--- config.mk ---
export PLATFORM = sky130hd
export DESIGN_NAME = spi_irq_agg
export DESIGN_NICKNAME = d
export VERILOG_FILES = /design/src/rtl/spi_irq_pkg.sv /design/src/rtl/spi_irq_status.sv /design/src/rtl/spi_irq_regbus.sv /design/src/rtl/spi_irq_out.sv /design/src/rtl/spi_irq_agg.sv
export SDC_FILE = /design/constraint.sdc
export NUM_CORES = 1
export LEC_CHECK = 0
export ABC_CLOCK_PERIOD_IN_PS = 2800
export BUFFER_PORTS_ARGS = -buffer_cell sky130_fd_sc_hd__buf_2
export CORE_AREA = 2 2 48 83
export DETAILED_ROUTE_END_ITERATION = 8
export DIE_AREA = 0 0 50 85
export PLACE_DENSITY = 0.78
export RECOVER_POWER = 100
export REMOVE_ABC_BUFFERS = 1
export SYNTH_ARGS = -nofsm -noshare
export SYNTH_HDL_FRONTEND = slang
export SYNTH_HIERARCHICAL = 1
export SYNTH_SLANG_ARGS = --single-unit
export TNS_END_PERCENT = 5
--- constraint.sdc ---
create_clock -name clk -period 2.8 [get_ports clk]
set_input_delay 0.28 -clock clk [delete_from_list [all_inputs] [get_ports clk]]
set_output_delay 0.28 -clock clk [all_outputs]
set_load 0.05 [all_outputs]
--- src/rtl/spi_irq_pkg.sv ---
package spi_irq_pkg;
  localparam int REG_W  = 32;
  localparam int ADDR_W = 8;

  localparam logic [ADDR_W-1:0] OFS_GIE = 8'h1C;
  localparam logic [ADDR_W-1:0] OFS_STS = 8'h20;
  localparam logic [ADDR_W-1:0] OFS_ENA = 8'h28;

  localparam int BIT_GIE           = 31;
  localparam int BIT_TX_EMPTY      = 2;
  localparam int BIT_TX_UNDERRUN   = 3;
  localparam int BIT_RX_FULL       = 4;
  localparam int BIT_RX_OVERRUN    = 5;
  localparam int BIT_TX_HALF_EMPTY = 6;
  localparam int BIT_RX_NOT_EMPTY  = 8;

  localparam logic [REG_W-1:0] IMPL_MASK =
      (REG_W'(1) << BIT_TX_EMPTY)    | (REG_W'(1) << BIT_TX_UNDERRUN) |
      (REG_W'(1) << BIT_RX_FULL)     | (REG_W'(1) << BIT_RX_OVERRUN)  |
      (REG_W'(1) << BIT_TX_HALF_EMPTY) | (REG_W'(1) << BIT_RX_NOT_EMPTY);

  typedef enum logic [1:0] {
    SEL_NONE,
    SEL_GIE,
    SEL_STS,
    SEL_ENA
  } reg_sel_e;
endpackage

--- src/rtl/spi_irq_status.sv ---
module spi_irq_status
  import spi_irq_pkg::*;
#(
  parameter int             DATA_W = REG_W,
  parameter logic [DATA_W-1:0] MASK = IMPL_MASK
) (
  input  logic              clk,
  input  logic              rst,
  input  logic              sts_wr,
  input  logic [DATA_W-1:0] wdata,
  input  logic [DATA_W-1:0] set_vec,
  output logic [DATA_W-1:0] sts_q
);
  for (genvar i = 0; i < DATA_W; i++) begin : g_bit
    if (MASK[i]) begin : g_impl
      logic bit_q;
      logic tog;
      assign tog = sts_wr & wdata[i];
      // Hardware set takes priority over a same-cycle software toggle.
      always_ff @(posedge clk) begin
        if (rst) bit_q <= 1'b0;
        else     bit_q <= (bit_q ^ tog) | set_vec[i];
      end
      assign sts_q[i] = bit_q;

      p_hw_set_r3: assert property (@(posedge clk) disable iff (rst)
        set_vec[i] |=> sts_q[i]);
      p_toggle_clear_r4: assert property (@(posedge clk) disable iff (rst)
        (sts_wr && wdata[i] && sts_q[i] && !set_vec[i]) |=> !sts_q[i]);
      p_hw_wins_r5: assert property (@(posedge clk) disable iff (rst)
        (sts_wr && wdata[i] && sts_q[i] && set_vec[i]) |=> sts_q[i]);
    end else begin : g_none
      assign sts_q[i] = 1'b0;
    end
  end
endmodule

--- src/rtl/spi_irq_regbus.sv ---
module spi_irq_regbus
  import spi_irq_pkg::*;
#(
  parameter int             DATA_W = REG_W,
  parameter int             AW     = ADDR_W,
  parameter logic [DATA_W-1:0] MASK = IMPL_MASK
) (
  input  logic              clk,
  input  logic              rst,
  input  logic              wr,
  input  logic [AW-1:0]     addr,
  input  logic [DATA_W-1:0] wdata,
  input  logic [DATA_W-1:0] sts_q,
  output logic              sts_wr,
  output logic              gie_q,
  output logic [DATA_W-1:0] ena_q,
  output logic [DATA_W-1:0] rdata
);
  reg_sel_e sel;

  always_comb begin
    unique case (addr)
      OFS_GIE: sel = SEL_GIE;
      OFS_STS: sel = SEL_STS;
      OFS_ENA: sel = SEL_ENA;
      default: sel = SEL_NONE;
    endcase
  end

  assign sts_wr = wr && (sel == SEL_STS);

  always_ff @(posedge clk) begin
    if (rst) begin
      gie_q <= 1'b0;
      ena_q <= '0;
    end else if (wr) begin
      if (sel == SEL_GIE) gie_q <= wdata[BIT_GIE];
      if (sel == SEL_ENA) ena_q <= wdata & MASK;
    end
  end

  always_comb begin
    rdata = '0;
    case (sel)
      SEL_GIE: rdata[BIT_GIE] = gie_q;
      SEL_STS: rdata = sts_q;
      SEL_ENA: rdata = ena_q;
      default: rdata = '0;
    endcase
  end

  p_gie_hold_r2: assert property (@(posedge clk) disable iff (rst)
    !(wr && sel == SEL_GIE) |=> $stable(gie_q));
  p_ena_hold_r2: assert property (@(posedge clk) disable iff (rst)
    !(wr && sel == SEL_ENA) |=> $stable(ena_q));
endmodule

--- src/rtl/spi_irq_out.sv ---
module spi_irq_out
  import spi_irq_pkg::*;
#(
  parameter int DATA_W = REG_W
) (
  input  logic              clk,
  input  logic              rst,
  input  logic [DATA_W-1:0] sts_q,
  input  logic [DATA_W-1:0] ena_q,
  input  logic              gie_q,
  output logic              irq_q
);
  logic pending;
  assign pending = |(sts_q & ena_q);

  always_ff @(posedge clk) begin
    if (rst) irq_q <= 1'b0;
    else     irq_q <= pending & gie_q;
  end

  p_gie_off_r8: assert property (@(posedge clk) disable iff (rst)
    !gie_q |=> !irq_q);
  p_no_enable_r7: assert property (@(posedge clk) disable iff (rst)
    (ena_q == '0) |=> !irq_q);
endmodule

--- src/rtl/spi_irq_agg.sv ---
module spi_irq_agg
  import spi_irq_pkg::*;
#(
  parameter int DATA_W = REG_W,
  parameter int AW     = ADDR_W
) (
  input  logic              clk,
  input  logic              rst,
  input  logic              reg_wr,
  input  logic [AW-1:0]     reg_addr,
  input  logic [DATA_W-1:0] reg_wdata,
  output logic [DATA_W-1:0] reg_rdata,
  input  logic              ev_tx_empty,
  input  logic              ev_tx_underrun,
  input  logic              ev_rx_full,
  input  logic              ev_rx_overrun,
  input  logic              ev_tx_half_empty,
  input  logic              ev_rx_not_empty,
  output logic              irq
);
  localparam logic [DATA_W-1:0] MASK = DATA_W'(IMPL_MASK);

  logic [DATA_W-1:0] set_vec;
  logic [DATA_W-1:0] sts_q;
  logic [DATA_W-1:0] ena_q;
  logic              gie_q;
  logic              sts_wr;

  always_comb begin
    set_vec = '0;
    set_vec[BIT_TX_EMPTY]      = ev_tx_empty;
    set_vec[BIT_TX_UNDERRUN]   = ev_tx_underrun;
    set_vec[BIT_RX_FULL]       = ev_rx_full;
    set_vec[BIT_RX_OVERRUN]    = ev_rx_overrun;
    set_vec[BIT_TX_HALF_EMPTY] = ev_tx_half_empty;
    set_vec[BIT_RX_NOT_EMPTY]  = ev_rx_not_empty;
  end

  spi_irq_regbus #(.DATA_W(DATA_W), .AW(AW), .MASK(MASK)) u_regbus (
    .clk(clk), .rst(rst), .wr(reg_wr), .addr(reg_addr), .wdata(reg_wdata),
    .sts_q(sts_q), .sts_wr(sts_wr), .gie_q(gie_q), .ena_q(ena_q),
    .rdata(reg_rdata)
  );

  spi_irq_status #(.DATA_W(DATA_W), .MASK(MASK)) u_status (
    .clk(clk), .rst(rst), .sts_wr(sts_wr), .wdata(reg_wdata),
    .set_vec(set_vec), .sts_q(sts_q)
  );

  spi_irq_out #(.DATA_W(DATA_W)) u_out (
    .clk(clk), .rst(rst), .sts_q(sts_q), .ena_q(ena_q), .gie_q(gie_q),
    .irq_q(irq)
  );

  p_level_hold_r6: assert property (@(posedge clk) disable iff (rst)
    ev_rx_not_empty |=> sts_q[BIT_RX_NOT_EMPTY]);
  p_unimpl_zero_r9: assert property (@(posedge clk) disable iff (rst)
    (sts_q & ~MASK) == '0);
endmodule

# Yosys cells after proc, flatten, opt, wreduce, memory -nomap -nowiden
# Cells that the tools add are included.
dict set report op_classes {
  n_eq_ne 6
  muxes 3
  bitwise_logic 20
  n_reduce_logical 4
}
# cell count
set ops {}
lappend ops {{32-bit OR reduction} 1}
lappend ops {{9-bit case mux with 2 select lines} 1}
lappend ops {{8-bit by 6-bit equality test with 1-bit output, second input constant} 2}
lappend ops {{9-bit AND} 1}
lappend ops {{8-bit by 5-bit equality test with 1-bit output, second input constant} 1}
lappend ops {{1-bit AND} 7}
lappend ops {{1-bit OR} 6}
lappend ops {{2-bit case mux with 3 select lines} 1}
lappend ops {{1-bit bitwise XOR} 6}
lappend ops {{2-bit equality test, second input constant} 2}
lappend ops {{2-bit AND reduction} 2}
lappend ops {{2-bit by 1-bit equality test with 1-bit output, second input constant} 1}
lappend ops {{1-bit logical AND} 1}
lappend ops {{1-bit 2-to-1 mux} 1}
dict set report totals {
  wordCells 42
  regBits 14
}

# Longest topological paths before layout
# Gate-level depths: netlist (run 1).
dict set report logic_depth {
  word_depth 7
  depth_mapped 9
  depth_no_buf 6
}

# Cells and area by module
# The synthesis (run 1) kept the hierarchy.
# mod cells_per_inst area_each_um2 seq_area_each_um2 n_inst
set modules_own_cells {}
lappend modules_own_cells {spi_irq_regbus 114 863.3 140.1 1}
lappend modules_own_cells {spi_irq_status 58 510.5 120.1 1}
lappend modules_own_cells {spi_irq_out 23 183.9 20.0 1}
lappend modules_own_cells {spi_irq_agg 1 3.8 0.0 1}

# Worst setup path before layout (run 1)
# OpenSTA, ideal clock, no wires.
dict set report synth_timing {
  kind {input to output}
  from {in reg_addr[1]}
  to {out reg_rdata[2]}
  stages 8
  arrival_ns 3.030
  slack_ns -0.510
  path_cell_list {or4_4 -> buf_6 -> a211oi_1 -> ha_1 -> buf_2 -> buf_1 -> a22oi_1 -> nor3_1}
}
dict set report synth_via {
  elab_chain_len 4
  elab_cells_between_ends 7
}
# element line
set synth_lines {}
lappend synth_lines {{start: declaration} spi_irq_agg.sv:10} ;# input logic [AW-1:0] reg_addr,
lappend synth_lines {{8-bit by 6-bit equality test with 1-bit output or 8-bit by 5-bit equality test with 1-bit output (tied branches)} spi_irq_regbus.sv:22} ;# unique case (addr)
lappend synth_lines {{2-bit case mux with 3 select lines *} spi_irq_regbus.sv:22}
lappend synth_lines {{2-bit equality test, on equally long branches} -}
lappend synth_lines {{9-bit case mux with 2 select lines *} spi_irq_regbus.sv:44} ;# case (sel)
lappend synth_lines {{end: declaration} spi_irq_agg.sv:12} ;# output logic [DATA_W-1:0] reg_rdata,
# Every way passes the cells marked *; elsewhere a longest branch is shown, timed or not.

# Worst setup path after layout (run 1)
dict set report layout_timing {
  from {in reg_addr[1]}
  to {out reg_rdata[6]}
}
# Same word-level chain as after synthesis.

==> impl_metrics.env, run 1 <==
export IMPL_status="completed"
export IMPL_grt_pass1_vias=1087
export IMPL_hold_class="in -> reg"
export IMPL_root_buffer="clkbuf_8"
export IMPL_slew_headroom=0.598
export IMPL_die_w_um=50
export IMPL_setup_violations=0
export IMPL_crit_arrival_ns=2.36
export IMPL_tritoncts="yes"
export IMPL_crit_buf_inv=3
export IMPL_clk_insertion_delay_late_ns=0.24
export IMPL_drt_total_wl_um=2850
export IMPL_ir_drop_uv=257
export IMPL_synth_area_per_cell_um2=7.99
export IMPL_antenna_found_initial=0
export IMPL_post_route_period_util=0.941
export IMPL_cp_required_ns=2.52
export IMPL_critPathSlowestCell="or4_1"
export IMPL_crit_path_cell_trace="buf_2 > or4_1 > buf_4 > nor2_1 > ha_1 > a22oi_1 > nor3_1 > buf_2"
export IMPL_cts_buffers=3
export IMPL_drtAntennaViolNets=0
export IMPL_cp_startpoint="reg_addr[1]"
export IMPL_grt_max_degree=23
export IMPL_path_max_fanout=12
export IMPL_final_util=0.431
export IMPL_finalMaxSlewViolations=0
export IMPL_hold_ws_ns=0.291
export IMPL_ys_warn_count=6
export IMPL_start_util=0.434
export IMPL_die_h_um=85
export IMPL_die_area_um2=4250
export IMPL_rows=29
export IMPL_hpwlAfterDp_um=2250
export IMPL_synth_area_um2=1560
export IMPL_dr_total_vias=1233
export IMPL_wl_per_cell_um=10.9
export IMPL_setup_ws_ns=0.165
export IMPL_nNetsFinal=270
export IMPL_fillers=401
export IMPL_clock_skew_ns=0.00107
export IMPL_drt_iter0_drc=30
export IMPL_area_growth_pct=-0.562
export IMPL_htree_levels=1
export IMPL_slowest_delay_ns=0.54
export IMPL_finalNonFillerCells=262
export IMPL_max_freq_mhz=379
export IMPL_tightestPinTransition_ns=0.606
export IMPL_cp_end_kind="primary output"
export IMPL_drive_gt1_frac=0.208
export IMPL_clk_pin_slew_worst_paths_ns=0.05
export IMPL_gp_congestion=0.712
export IMPL_post_cts_resized=0
export IMPL_startpoint_type="input pin"
export IMPL_r2r_start="u_status/g_bit[2].g_impl.bit_q$_SDFF_PP0_"
export IMPL_dp_cells=259
export IMPL_power_density_nw_per_um2=287
export IMPL_vias_per_cell=4.71
export IMPL_clock_sinks=14
export IMPL_io_buffer_count=31
export IMPL_leakagePower_uw=0.000686
export IMPL_grt_pass1_wl_um=4480
export IMPL_post_cts_buffers=0
export IMPL_cpMostUsedCell="buf_2"
export IMPL_finalHoldViolations=0
export IMPL_pin_count=82
export IMPL_drcViolationCount=0
export IMPL_crit_family="simple AND/OR/NAND/NOR gates"
export IMPL_synthCells=195
export IMPL_grt_usage=0.131
export IMPL_drv_cap=0
export IMPL_hp_start="reg_wdata[31]"
export IMPL_core_um2=3590
export IMPL_antenna_cells=0
export IMPL_period_minus_slack_ns=2.64
export IMPL_clk_path_buf_depth=2
export IMPL_rrSetupSlack_ns=1.61
export IMPL_hold_buffers=0
export IMPL_critPathKind="in -> out"
export IMPL_rsz0062_at_grt="false"
export IMPL_firstDrtPassIters=6
export IMPL_grt_overflow=0
export IMPL_place_ws_ns=0.220
==> metrics by stage <==
step / cell area (um2) / TNS [ns] / total power, uW
floorplan: 1260 / -2.05 / 255
global placement: 1510 / 0 / 285
detailed placement: 1510 / 0 / 286
CTS: 1560 / 0 / 447
global route: 1550 / 0 / 467
finish: 1550 / 0 / 444
==> final timing paths <==
check | cells past startpoint | to
worst max-delay path | 8 | reg_rdata[6]
worst min-delay path | 3 | u_regbus/gie_q$_SDFFE_PP0P_
worst max register to register | 4 | u_out/irq_q$_SDFF_PP0_
worst min register to register | 1 | u_out/irq_q$_SDFF_PP0_
==> placed cells by master, fill, tap and decap left out <==
master     n
or4_1      1
nand3_1    7
a211oi_1   7
buf_2     26
buf_12     1
a21oi_1    7
buf_4      3
clkbuf_1   2
nor4_1     1
and4b_1    6
or2_1      1
and2_1    25
a22oi_2    1
a211o_1    1
inv_1      1
clkbuf_8   3
ha_1       3
nor3_1    12
or3b_2     1
nand3b_1   1
conb_1    52
nor2_1     2
dfxtp_1   14
a21bo_2    7
and2_0     1
nand4_1    4
clkbuf_2   3
a22oi_1   22
nor3b_1    1
==> where the power goes <==
group	internal (uW)	total (uW)	switching (uW)
combinational	29.5	73.2	43.7
sequential	206	212	6.02
clock	94.9	159	64.4
total	330	444	114
==> layout make-up <==
class,count,area (um2),area share
well taps,46,57.6,0.0372
clock buffers,3,41.3,0.0267
inverters,1,3.75,0.00242
multi-input cells,163,971,0.627
repair buffers,35,195,0.126
flip-flops and latches,14,280,0.181
==> layer usage <==
layer / share of wire / up-vias / track usage / wire length (um)
li1: - / 637 / - / -
met1: 0.38 / 560 / 0.129 / 1100
met2: 0.56 / 34 / 0.266 / 1600
met3: 0.047 / 2 / 0.0176 / 135
met4: 0.0081 / 0 / 0.0379 / 23
met5: 0 / - / 0 / 0
==> tightest hold or removal path: stages <==
cell,delay (ns)
buf_2,0.09
nand3_1,0.05
a21oi_1,0.05
==> registers in the layout (all words and copies together) (netlist names) <==
| name | cells |
|---|---|
| u_regbus/ena_q | 6 |
| u_status/g_bit.g_impl.bit_q | 6 |
| u_out/irq_q | 1 |
| u_regbus/gie_q | 1 |
Power figures use the tool's default switching activity.
==> inputs of run 2 (changes only) <==
==> constraint.sdc (replaced) <==
create_clock -name clk -period 2.8 [get_ports clk]
set_input_delay 0.56 -clock clk [delete_from_list [all_inputs] [get_ports clk]]
set_output_delay 0.56 -clock clk [all_outputs]
set_load 0.05 [all_outputs]
==> run 2 against run 1 <==
The run now ends with negative setup slack left. Power is 11% higher. Setup slack worse by 0.19 ns. Sequential power is essentially flat. Non-clock buffer count up 16. Register-to-register slack lost 0.06 ns. Critical path depth increased by 1. Final cell count rose by 6.5%. Count of clock-buffer cells in the layout rose by 1. Clock power is 26% higher. Die area unchanged. Wire length increased by 11%. Clock skew barely moved. Critical endpoint is now reg_rdata[3].
==> impl_metrics.env, run 2 (synthesis results as in run 1) <==
export IMPL_status="complete, but fails checks"
export IMPL_violations="negative setup slack"
export IMPL_hold_ws_ns=0.492
export IMPL_finalMaxSlewViolations=0
export IMPL_clock_skew_ns=0.00152
export IMPL_clock_sinks=14
export IMPL_tritoncts="yes"
export IMPL_finalHoldViolations=0
export IMPL_io_buffer_count=31
export IMPL_finalNonFillerCells=279
export IMPL_critPathKind="in -> out"
export IMPL_rows=29
export IMPL_tightestPinTransition_ns=0.607
export IMPL_grt_max_degree=22
export IMPL_grt_usage=0.149
export IMPL_path_max_fanout=6
export IMPL_dp_cells=270
export IMPL_final_util=0.502
export IMPL_crit_arrival_ns=2.27
export IMPL_drtAntennaViolNets=0
export IMPL_antenna_found_initial=0
export IMPL_setup_violations=3
export IMPL_die_w_um=50
export IMPL_drt_iter0_drc=33
export IMPL_drcViolationCount=0
export IMPL_max_freq_mhz=354
export IMPL_drt_total_wl_um=3170
export IMPL_root_buffer="clkbuf_8"
export IMPL_grt_overflow=0
export IMPL_period_minus_slack_ns=2.83
export IMPL_wl_per_cell_um=11.4
export IMPL_post_route_period_util=1.01
export IMPL_rsz0062_at_grt="true"
export IMPL_top_regs="u_regbus/ena_q: 6 flops, u_status/g_bit.g_impl.bit_q: 6 flops"
export IMPL_die_h_um=85
export IMPL_cp_end_kind="primary output"
export IMPL_final_common_cell="conb_1"
export IMPL_startpoint_type="input pin"
export IMPL_multi_input_area_um2=1040
export IMPL_drive_gt1_frac=0.326
export IMPL_setup_ws_ns=-0.0281
export IMPL_core_um2=3590
export IMPL_hold_class="reg -> reg"
export IMPL_final_cell_mix="52 x conb_1, 26 x and2_1, 22 x buf_2"
export IMPL_pin_count=82
export IMPL_fillers=362
export IMPL_dr_total_vias=1318
export IMPL_clk_path_buf_depth=2
export IMPL_power_density_nw_per_um2=275
export IMPL_clk_insertion_delay_late_ns=0.25
export IMPL_die_area_um2=4250
export IMPL_regArea_um2=280
export IMPL_antenna_cells=0
export IMPL_drv_cap=0
export IMPL_htree_levels=1
export IMPL_grt_pass1_vias=1252
export IMPL_clk_pin_slew_worst_paths_ns=0.06
export IMPL_cts_buffers=3
export IMPL_firstDrtPassIters=4
export IMPL_vias_per_cell=4.72
export IMPL_gp_congestion=0.771
export IMPL_grt_pass1_wl_um=5050
export IMPL_ir_drop_uv=272
export IMPL_start_util=0.434
export IMPL_slew_headroom=0.597
export IMPL_leakagePower_uw=0.000790
export IMPL_area_growth_pct=15.7
export IMPL_nNetsFinal=286
export IMPL_cp_required_ns=2.24
export IMPL_hpwlAfterDp_um=2380
run 2: area by class of cell:
type                            instances  share of cell area
Tap cell                               46              0.0319
Multi-Input combinational cell        163               0.579
Clock buffer                            4              0.0305
Sequential cell                        14               0.155
Inverter                                1             0.00208
Timing Repair Buffer                   51               0.201
run 2: critical path: stages:
cell and delay, ns:
buf_2 0.10, or3b_1 0.44, buf_6 0.16, a211o_1 0.25
ha_2 0.19, buf_4 0.16, a22oi_1 0.16, nor3_1 0.06
buf_4 0.19
run 2: per-layer routing:
metal,track usage,vias to the layer above,wire length [um]
li1,-,668,-
met1,0.156,598,1230
met2,0.273,45,1690
met3,0.0246,7,173
met4,0.0783,0,76
met5,0,-,0
run 2: final timing paths:
path                                             start                      to  slack (ns)  cells after the start
max                                        reg_addr[4]            reg_rdata[3]       -0.03                      9
min                        u_regbus/gie_q$_SDFFE_PP0P_  u_out/irq_q$_SDFF_PP0_        0.49                      1
max reg2reg  u_status/g_bit[2].g_impl.bit_q$_SDFF_PP0_  u_out/irq_q$_SDFF_PP0_        1.55                      4
min reg2reg                u_regbus/gie_q$_SDFFE_PP0P_  u_out/irq_q$_SDFF_PP0_        0.49                      1
run 2: repair_timing:
| item | CTS | global route |
|---|---|---|
| setup buffers | 5 | 0 |
| pin swaps | 10 | 5 |
| gates resized for setup | 28 | 5 |
| setup endpoints to repair | 7 | 7 |
| hold buffers | 0 | 0 |
run 2: through the flow:
| step | TNS (ns) | area, um2 | total power [uW] | setup WS [ns] |
|---|---|---|---|---|
| floorplan | -5.60 | 1260 | 255 | -0.901 |
| global placement | -1.29 | 1580 | 287 | -0.216 |
| detailed placement | -1.25 | 1580 | 288 | -0.231 |
| CTS | -0.0932 | 1790 | 494 | -0.0390 |
| global route | -0.522 | 1800 | 518 | -0.116 |
| finish | -0.0354 | 1800 | 495 | -0.0281 |
run 2: report_power, final:
group | internal [uW] | switching [uW] | total (uW)
logic | 34.4 | 47.4 | 81.8
registers | 206 | 7.46 | 213
clock network | 125 | 75.7 | 200
==> inputs of run 3 (changes only) <==
Settings changed: CELL_PAD_IN_SITES_DETAIL_PLACEMENT from default to 1, CELL_PAD_IN_SITES_GLOBAL_PLACEMENT from default to 2, CORE_AREA 2 2 48 83 to 4 4 66 114, DIE_AREA 0 0 50 85 to 0 0 70 118, PLACE_DENSITY 0.78 to default, PLACE_DENSITY_LB_ADDON from default to 0.1.
==> run 3 against run 2 <==
The run still ends with negative setup slack left. Setup slack worse by 0.076 ns. Utilization is 22 points lower. Power is 15% higher. Final cell count is 12% higher. Count of clock-buffer cells in the layout is 1 lower. Combinational power is 5.4% higher. Global-route usage is 4.4 points lower. Critical endpoint is now reg_rdata[2].
==> impl_metrics.env, run 3 (synthesis results as in run 1) <==
export IMPL_status="complete, but fails checks"
export IMPL_violations="negative setup slack"
export IMPL_die_h_um=118
export IMPL_final_cell_mix="52 x conb_1, 26 x and2_1, 22 x buf_2"
export IMPL_dr_total_vias=1333
export IMPL_grt_pass1_vias=1495
export IMPL_fillers=831
export IMPL_max_freq_mhz=344
export IMPL_drv_cap=0
export IMPL_setup_ws_ns=-0.104
export IMPL_cts_buffers=3
export IMPL_setup_violations=7
export IMPL_slowest_delay_ns=0.57
export IMPL_fin_setup_tns_ns=-0.583
export IMPL_final_util=0.286
export IMPL_grt_pass1_wl_um=7130
export IMPL_antenna_found_initial=0
export IMPL_clock_skew_ns=0.00182
export IMPL_grt_usage=0.105
export IMPL_drtAntennaViolNets=0
export IMPL_rsz0062_at_grt="true"
export IMPL_rows=39
export IMPL_cpMostUsedCell="buf_6"
export IMPL_tightestPinTransition_ns=0.620
export IMPL_crit_arrival_ns=2.34
export IMPL_htree_levels=1
export IMPL_clk_insertion_delay_late_ns=0.24
export IMPL_tritoncts="yes"
export IMPL_crit_path_cell_trace="buf_6 > or4_4 > buf_6 > a211o_1 > ha_2 > buf_6 > a22oi_2 > nor3_1 > buf_4"
export IMPL_nNetsFinal=284
export IMPL_slew_headroom=0.588
export IMPL_leakagePower_uw=0.000777
export IMPL_hpwlAfterDp_um=3510
export IMPL_cp_end_kind="primary output"
export IMPL_place_ws_ns=-0.317
export IMPL_drt_iter0_drc=16
export IMPL_antenna_cells=0
export IMPL_ir_drop_uv=254
export IMPL_grt_overflow=0
export IMPL_crit_buf_inv=4
export IMPL_startpoint_type="input pin"
export IMPL_period_minus_slack_ns=2.90
export IMPL_drive_gt1_frac=0.330
export IMPL_top_regs="u_regbus/ena_q: 6 flops, u_status/g_bit.g_impl.bit_q: 6 flops"
export IMPL_pin_count=82
export IMPL_dp_cells=307
export IMPL_power_density_nw_per_um2=305
export IMPL_critPathKind="in -> out"
export IMPL_wl_per_cell_um=13.8
export IMPL_root_buffer="clkbuf_16"
export IMPL_finalNonFillerCells=312
export IMPL_multi_input_area_um2=1070
export IMPL_area_growth_pct=20.2
export IMPL_vias_per_cell=4.27
export IMPL_grt_max_degree=16
export IMPL_critPathSlowestCell="or4_4"
export IMPL_clk_pin_slew_worst_paths_ns=0.05
export IMPL_firstDrtPassIters=4
export IMPL_final_common_cell="conb_1"
export IMPL_post_route_period_util=1.04
export IMPL_drt_total_wl_um=4320
export IMPL_clock_sinks=14
export IMPL_core_um2=6540
export IMPL_crit_family="simple AND/OR/NAND/NOR gates"
export IMPL_path_max_fanout=6
export IMPL_finalMaxSlewViolations=0
export IMPL_cp_required_ns=2.24
export IMPL_drcViolationCount=0
export IMPL_die_w_um=70
export IMPL_gp_congestion=0.760
export IMPL_regArea_um2=280
export IMPL_finalHoldViolations=0
export IMPL_die_area_um2=8260
export IMPL_start_util=0.238
export IMPL_clk_path_buf_depth=2
export IMPL_io_buffer_count=31
export IMPL_hold_buffers=0
export IMPL_finalPower_uw=571
export IMPL_hold_class="reg -> reg"
[run 3: cell count changes in the layout (fill, tap and decap cells not counted), sizes merged]
cell	change
clkbuf	+2
buf	-5
[run 3: power breakdown]
part	internal (uW)	leakage (uW)	switching, uW
clock	187	0.0000370	84.1
sequential	206	0.000115	7.44
combinational	34.0	0.000626	52.2
[run 3: per-layer routing]
layer  share of wire  GRT usage  up-vias
met4           0.010     0.0324        0
met5               0          0        -
met2            0.56      0.206       39
met3           0.054     0.0179        4
li1                -          -      663
met1            0.37      0.110      627
[run 3: area by class of cell]
cell class | instances | share of cell area
Timing Repair Buffer | 49 | 0.184
Multi-Input combinational cell | 163 | 0.570
Sequential cell | 14 | 0.150
Inverter | 1 | 0.00200
Tap cell | 82 | 0.0548
Clock buffer | 3 | 0.0401
[run 3: through the flow]
step	area, um2	hold WS (ns)
2_1_floorplan	1260	0.462
3_3_place_gp	1650	0.495
3_5_place_dp	1650	0.494
4_1_cts	1860	0.501
5_1_grt	1870	0.529
6_report	1870	0.509
[run 3: path summary, 6_finish.rpt]
kind / endpoint / slack (ns) / startpoint / cells after the start
setup / recovery: reg_rdata[2] / -0.10 / reg_addr[6] / 9
hold / removal: u_out/irq_q$_SDFF_PP0_ / 0.51 / u_regbus/gie_q$_SDFFE_PP0P_ / 1
setup reg to reg: u_out/irq_q$_SDFF_PP0_ / 1.56 / u_status/g_bit[2].g_impl.bit_q$_SDFF_PP0_ / 4
hold reg to reg: u_out/irq_q$_SDFF_PP0_ / 0.51 / u_regbus/gie_q$_SDFFE_PP0P_ / 1
[run 3: repair_timing]
action | 4_1_cts | 5_1_grt
pin swaps | 12 | 4
buffers inserted | 2 | 0
resized for setup | 31 | 6
setup endpoints to repair | 7 | 7
